**src/rtl/nanconv_pkg.sv**
```systemverilog
package nanconv_pkg;
  localparam int CANON_W = 64;
  localparam int VAL_W   = 64;
  localparam int NUM_FMT = 3;
  localparam int MAX_FW  = 52;

  typedef enum logic [1:0] {
    FMT_HALF   = 2'd0,
    FMT_SINGLE = 2'd1,
    FMT_DOUBLE = 2'd2,
    FMT_ALIAS  = 2'd3
  } fmt_e;

  function automatic int frac_bits(int lane);
    case (lane)
      0:       return 10;
      1:       return 23;
      default: return 52;
    endcase
  endfunction

  function automatic int exp_bits(int lane);
    case (lane)
      0:       return 5;
      1:       return 8;
      default: return 11;
    endcase
  endfunction

  function automatic logic [VAL_W-1:0] dflt_pattern(int lane, logic s1);
    case (lane)
      0:       return s1 ? 64'h7DFF : 64'h7E00;
      1:       return s1 ? 64'h7FBF_FFFF : 64'h7FC0_0000;
      default: return s1 ? 64'h7FF7_FFFF_FFFF_FFFF : 64'h7FF8_0000_0000_0000;
    endcase
  endfunction
endpackage

```
**src/rtl/nanconv_unpack.sv**
```systemverilog
module nanconv_unpack
  import nanconv_pkg::*;
#(
  parameter int CW = CANON_W
) (
  input  logic [VAL_W-1:0] val_i,
  input  logic [1:0]       fmt_i,
  input  logic             snan_one_i,
  output logic             sign_o,
  output logic [CW-1:0]    canon_o,
  output logic             snan_o
);
  logic [NUM_FMT-1:0] lane_sign;
  logic [NUM_FMT-1:0] lane_snan;
  logic [CW-1:0]      lane_canon [NUM_FMT];

  for (genvar g = 0; g < NUM_FMT; g++) begin : g_lane
    localparam int FW = frac_bits(g);
    localparam int EW = exp_bits(g);
    localparam int TW = 1 + EW + FW;
    logic [EW-1:0] ex;
    logic [FW-1:0] fr;
    logic          exp_ones;
    logic          lead;
    logic          rest_nz;

    assign ex       = val_i[TW-2:FW];
    assign fr       = val_i[FW-1:0];
    assign exp_ones = &ex;
    assign lead     = fr[FW-1];
    assign rest_nz  = |fr[FW-2:0];
    assign lane_sign[g]  = val_i[TW-1];
    assign lane_canon[g] = {fr, {(CW-FW){1'b0}}};
    assign lane_snan[g]  = exp_ones & (snan_one_i ? lead : (~lead & rest_nz));
  end

  always_comb begin
    case (fmt_i)
      FMT_HALF: begin
        sign_o = lane_sign[0]; canon_o = lane_canon[0]; snan_o = lane_snan[0];
      end
      FMT_SINGLE: begin
        sign_o = lane_sign[1]; canon_o = lane_canon[1]; snan_o = lane_snan[1];
      end
      default: begin
        sign_o = lane_sign[2]; canon_o = lane_canon[2]; snan_o = lane_snan[2];
      end
    endcase
  end
endmodule

```
**src/rtl/nanconv_pack.sv**
```systemverilog
module nanconv_pack
  import nanconv_pkg::*;
#(
  parameter int CW = CANON_W
) (
  input  logic             sign_i,
  input  logic [CW-1:0]    canon_i,
  input  logic [1:0]       fmt_i,
  input  logic             snan_one_i,
  input  logic             dflt_en_i,
  output logic [VAL_W-1:0] val_o
);
  logic [VAL_W-1:0] lane_val [NUM_FMT];
  logic             unused_low_bits;

  assign unused_low_bits = ^canon_i[CW-MAX_FW-1:0];

  for (genvar g = 0; g < NUM_FMT; g++) begin : g_lane
    localparam int FW = frac_bits(g);
    localparam int EW = exp_bits(g);
    localparam int TW = 1 + EW + FW;
    logic [FW-1:0]    fr;
    logic [TW-1:0]    built;
    logic [VAL_W-1:0] dflt;

    assign fr    = canon_i[CW-1 -: FW];
    assign built = {sign_i, {EW{1'b1}}, fr};
    assign dflt  = dflt_pattern(g, snan_one_i);
    assign lane_val[g] = (dflt_en_i || (fr == '0)) ? dflt : VAL_W'(built);
  end

  always_comb begin
    case (fmt_i)
      FMT_HALF:   val_o = lane_val[0];
      FMT_SINGLE: val_o = lane_val[1];
      default:    val_o = lane_val[2];
    endcase
  end
endmodule

```
**src/rtl/nanconv_top.sv**
```systemverilog
module nanconv_top
  import nanconv_pkg::*;
(
  input  logic             clk,
  input  logic             rst,
  input  logic [VAL_W-1:0] src_val,
  input  logic [1:0]       src_fmt,
  input  logic [1:0]       dst_fmt,
  input  logic             snan_one,
  input  logic             dflt_nan_en,
  output logic [VAL_W-1:0] dst_val,
  output logic             invalid
);
  logic               cn_sign;
  logic [CANON_W-1:0] cn_sig;
  logic               cn_snan;
  logic [VAL_W-1:0]   packed_val;

  nanconv_unpack #(.CW(CANON_W)) unpack_i (
    .val_i      (src_val),
    .fmt_i      (src_fmt),
    .snan_one_i (snan_one),
    .sign_o     (cn_sign),
    .canon_o    (cn_sig),
    .snan_o     (cn_snan)
  );

  nanconv_pack #(.CW(CANON_W)) pack_i (
    .sign_i     (cn_sign),
    .canon_i    (cn_sig),
    .fmt_i      (dst_fmt),
    .snan_one_i (snan_one),
    .dflt_en_i  (dflt_nan_en),
    .val_o      (packed_val)
  );

  always_ff @(posedge clk) begin
    if (rst) begin
      dst_val <= '0;
      invalid <= 1'b0;
    end else begin
      dst_val <= packed_val;
      invalid <= cn_snan;
    end
  end
endmodule

```
**config.mk**
```make
export PLATFORM = sky130hd
export DESIGN_NAME = nanconv_top
export DESIGN_NICKNAME = d
export VERILOG_FILES = /design/src/rtl/nanconv_pkg.sv /design/src/rtl/nanconv_unpack.sv /design/src/rtl/nanconv_pack.sv /design/src/rtl/nanconv_top.sv
export SDC_FILE = /design/constraint.sdc
export NUM_CORES = 1
export LEC_CHECK = 0
export BUFFER_PORTS_ARGS = -buffer_cell sky130_fd_sc_hd__buf_2
export CAP_MARGIN = 10
export CORE_MARGIN = 1.5
export CORE_UTILIZATION = 25
export CTS_CLUSTER_DIAMETER = 60
export DETAILED_ROUTE_END_ITERATION = 7
export PLACE_DENSITY = 0.57
export SLEW_MARGIN = 30
export SYNTH_ARGS = -nofsm -noshare
export SYNTH_HDL_FRONTEND = slang
export SYNTH_SLANG_ARGS = --single-unit
```
**constraint.sdc**
```tcl
create_clock -name clk -period 5.9 [get_ports clk]
set_input_delay 1.18 -clock clk [delete_from_list [all_inputs] [get_ports clk]]
set_output_delay 1.18 -clock clk [all_outputs]
set_load 0.03 [all_outputs]
```
==> results.md <==
- Global routing finished with a remaining overflow of 0.
- The transition time at the pin with the least slew margin is 1.01 ns.
- The netlist uses 44 different library cells.
- Of all nets on the critical path, the largest fanout is 31.
- The worst path buffer plus inverter count is 2.
- The die is 111 um wide.
- Clock-pin slew was measured on the worst setup and hold paths at 0.07 ns.
- The switching part of the total power is 30.6%.
- The logic gate share of total power is 23.6%.
- Setup repair after global routing left no endpoint under its margin.
- Of the total power, the clock network draws 37.1%.
- The worst path arrival time is 4.44 ns.
- The critical path required time is 6.05 ns.
- In the final design database the tool counted 527 nets.
- Setup violations remaining at the end of the flow were counted as 0.
- The total count of max-transition violations in the final report is 0.
- The number of placement rows is 39.
- The worst hold path was traced through 2 stages.
- The fraction of layout instances using a drive strength above 1 is 35.3%.
- The number of warnings printed during yosys synthesis is 0.
- The met3 wirelength from detailed routing is 827 um.
- The leading cell type in the layout, fill and taps excluded is sky130_fd_sc_hd__buf_2.
- Detailed routing placed a total of 5270 um of wire on met2.
- The internal power of the cells totals 0.000715 W.
- The clock sink count is 55.
- The max-capacitance violation count is 0.
- The post-synthesis cell area is 2900 um^2.
- The mean routed wirelength per cell is 19.3 um.
- Grouping stages by cell kind, the critical path spends the most delay in multiplexers.
- The maximum number of pins on one net before global-route repair is 56.
- The net count after synthesis is 417.
- In the final routing, the length of wire on met1 measures 4990 um.
- Dividing total power by cell area gives a power density of 271 nW/um^2.
- The post-cts sizing count is 0.
- The number of hold buffers added after CTS is 0.
- The antenna violation net count after detailed routing is 0.
- Power comes to 0.00103 W.
- The number of buffers inserted by port buffering is 136.
- The headroom to the max-slew limit is 32.6%.
- The count of inserted antenna diode cells is 0.
- The share of the synthesized area in the top cell type is 38.0%.
- STA classifies the critical path endpoint as a flip-flop.
- The number of setup buffers added after CTS is 0.
- The final instance count without filler cells is 599.
- The die covers 12300 um^2.
- The top-level port count is 137.
- For this run, design rule violations remaining after detail routing come to 0.
- No sink is reached through more buffers than the 2 on the longest clock path.
- The topmost layer with routed signal wires is met4.
- The wire length of the first global-routing pass is 17700 um.
- The number of clock buffers added by TritonCTS is 5.
- Averaged over all synthesized cells, the footprint is 8.40 um^2.
- The routed via count is 3317.
- The worst hold path begins at rst.
- Of all flip-flops after synthesis, the portion carrying an async set or reset was 0%.
- The final routed wirelength across all metal layers is 11500 um.
- Dividing the final minimum period by the clock period gives 72.8%.
- For this run, the total global-route usage over all layers was measured as 18.2%.
- Setup total negative slack on the finished layout was measured at 0 ns.
- Compared with the post-synthesis result, the final layout area differs by 30.8%.
- The per-cell via count in the routed design is 5.54.
- The shortest period the worst path allows is 4.29 ns.
- The utilization after layout is 33.4%.
- Summing the sequential cell areas from Yosys gives 38.0% of the chip area.
- Sequential cells account for 39.3% of the total power.
- The endpoint with the worst hold slack is invalid$_SDFF_PP0_.
- Detailed placement ended at an HPWL of 8800 um.
- The die boundary height is 111 um.
- The worst setup path is of the primary input to flip-flop kind.
- The congestion estimate from routability-driven global placement came to 0.950.
- The number of detailed-route iterations in the first pass is 5.
- The clock tree root driver cell is sky130_fd_sc_hd__clkbuf_16.
- Counting flops with a built-in enable in the synthesized netlist gives 0.
- In the layout the commonest cells are 135 x sky130_fd_sc_hd__buf_2, 55 x sky130_fd_sc_hd__dfxtp_1, 41 x sky130_fd_sc_hd__nand2_1.
- The synthesized netlist cell count is 345.
- TritonCTS built the clock tree.
- Counting flops and latches in the post-synthesis netlist gives 55.
- The iteration-0 DRC count of the detailed router is 357.
- The most used flip-flop cell after synthesis is sky130_fd_sc_hd__dfxtp_1.
- In this run the static leakage power is 1.70 nW.
- The placeable core region is 11400 um^2.
- In the post-synthesis netlist, the biggest area contributors are sky130_fd_sc_hd__dfxtp_1 38%, sky130_fd_sc_hd__a221oi_1 6.6%, sky130_fd_sc_hd__a21oi_1 6.6%.
- The biggest area contributor in the post-synthesis netlist is sky130_fd_sc_hd__dfxtp_1.
- Once the floorplan was initialized, standard cells occupied 25.5% of the core.
- The reported net switching power is 0.000315 W.
- The signal on the critical path passes through buf_2 -> mux2_1 -> mux2i_1 -> nand4_1 -> nor3_2 -> a31o_1 -> buf_4 -> o2111ai_1.
- The number of placed instances, taps included is 591.
- The kind of path behind the tightest hold check is primary input to flip-flop.
- The flow ran to the end, and the final reports show no timing, DRC or antenna violations.
- The worst stage delay on the critical path is 0.57 ns.
- The number of antenna violations at the first check in global routing is 0.
- Based on the critical path, the design can be clocked at up to 0.233 GHz.
- On the critical path, the stage with the largest delay is an instance of sky130_fd_sc_hd__a31o_1.
- The largest vdd supply drop is 0.103 mV.
- The final count of hold timing violations is 0.
- The via count of the first global-routing pass is 3136.
- STA classifies the critical path startpoint as a primary input.
- The number of H-tree branching levels is 2.
area by class of cell:
cell class              instances  area, um^2
repair buffers                140         713
clock inverters                 3        67.6
inverters                       5        18.8
clock buffers                   5         125
well taps                     143         179
flip-flops and latches         55        1100
multi-input cells             248        1590
fillers                      1216        7580
how the worst max path moves through the flow:
| stage | slack, ns | endpoint | cells past startpoint | from |
|---|---|---|---|---|
| 2_1_floorplan | 2.76 | dst_val[1]$_SDFF_PP0_ | 9 | src_fmt[0] |
| 5_1_grt | 1.52 | dst_val[18]$_SDFF_PP0_ | 8 | src_fmt[0] |
| 4_1_cts | 1.69 | dst_val[16]$_SDFF_PP0_ | 7 | src_fmt[1] |
| 3_3_place_gp | 1.55 | dst_val[50]$_SDFF_PP0_ | 7 | src_fmt[1] |
| 3_5_place_dp | 1.38 | dst_val[15]$_SDFF_PP0_ | 7 | src_fmt[1] |
| 6_report | 1.61 | dst_val[9]$_SDFF_PP0_ | 8 | src_fmt[0] |
layer usage:
layer	vias to the layer above	GRT usage, %
met1	1576	24.2
met2	190	28.5
met3	29	3.17
li1	1522	-
met5	-	0
met4	0	8.89
power groups by stage:
stage | logic (W) | registers, W | clock network, W
after floorplan | 0.000101 | 0.000464 | 0
after global placement | 0.000240 | 0.000414 | 0
after detailed placement | 0.000240 | 0.000413 | 0
after CTS | 0.000240 | 0.000405 | 0.000390
after global routing | 0.000258 | 0.000407 | 0.000402
final | 0.000243 | 0.000404 | 0.000382
cells by family after synthesis:
logic type	Yosys count	synth area share [%]
muxes	18	6.52
AOI/OAI and AO/OA	121	29.6
DFF	55	38.0
buffers and inverters	42	7.81
and+or+nand+nor	109	18.1
metrics by stage:
stage / hold WS (ns) / cell area (um^2) / setup slack, ns
after global placement: 1.45 / 3580 / 1.55
after CTS: 1.14 / 3780 / 1.69
after global routing: 1.16 / 3790 / 1.52
after floorplan: 1.25 / 2900 / 2.76
after detailed placement: 1.45 / 3580 / 1.38
final: 1.14 / 3790 / 1.61
sequential cells by signal, summed over array words and instances, names as in the netlist:
| signal | cells |
|---|---|
| invalid | 1 |
| dst_val | 54 |
Yosys cell counts, types with 7 or more instances:
cell type	instances
sky130_fd_sc_hd__a221oi_1	22
sky130_fd_sc_hd__a22oi_1	9
sky130_fd_sc_hd__nor2_1	24
sky130_fd_sc_hd__mux2i_1	11
sky130_fd_sc_hd__nand4_1	8
sky130_fd_sc_hd__nand2_1	41
sky130_fd_sc_hd__a21oi_1	38
sky130_fd_sc_hd__o21ai_0	11
sky130_fd_sc_hd__nor4_1	14
sky130_fd_sc_hd__o211ai_1	9
sky130_fd_sc_hd__buf_4	16
sky130_fd_sc_hd__dfxtp_1	55
sky130_fd_sc_hd__clkbuf_1	14
sky130_fd_sc_hd__buf_2	7
(Power assumes the default switching activity.)
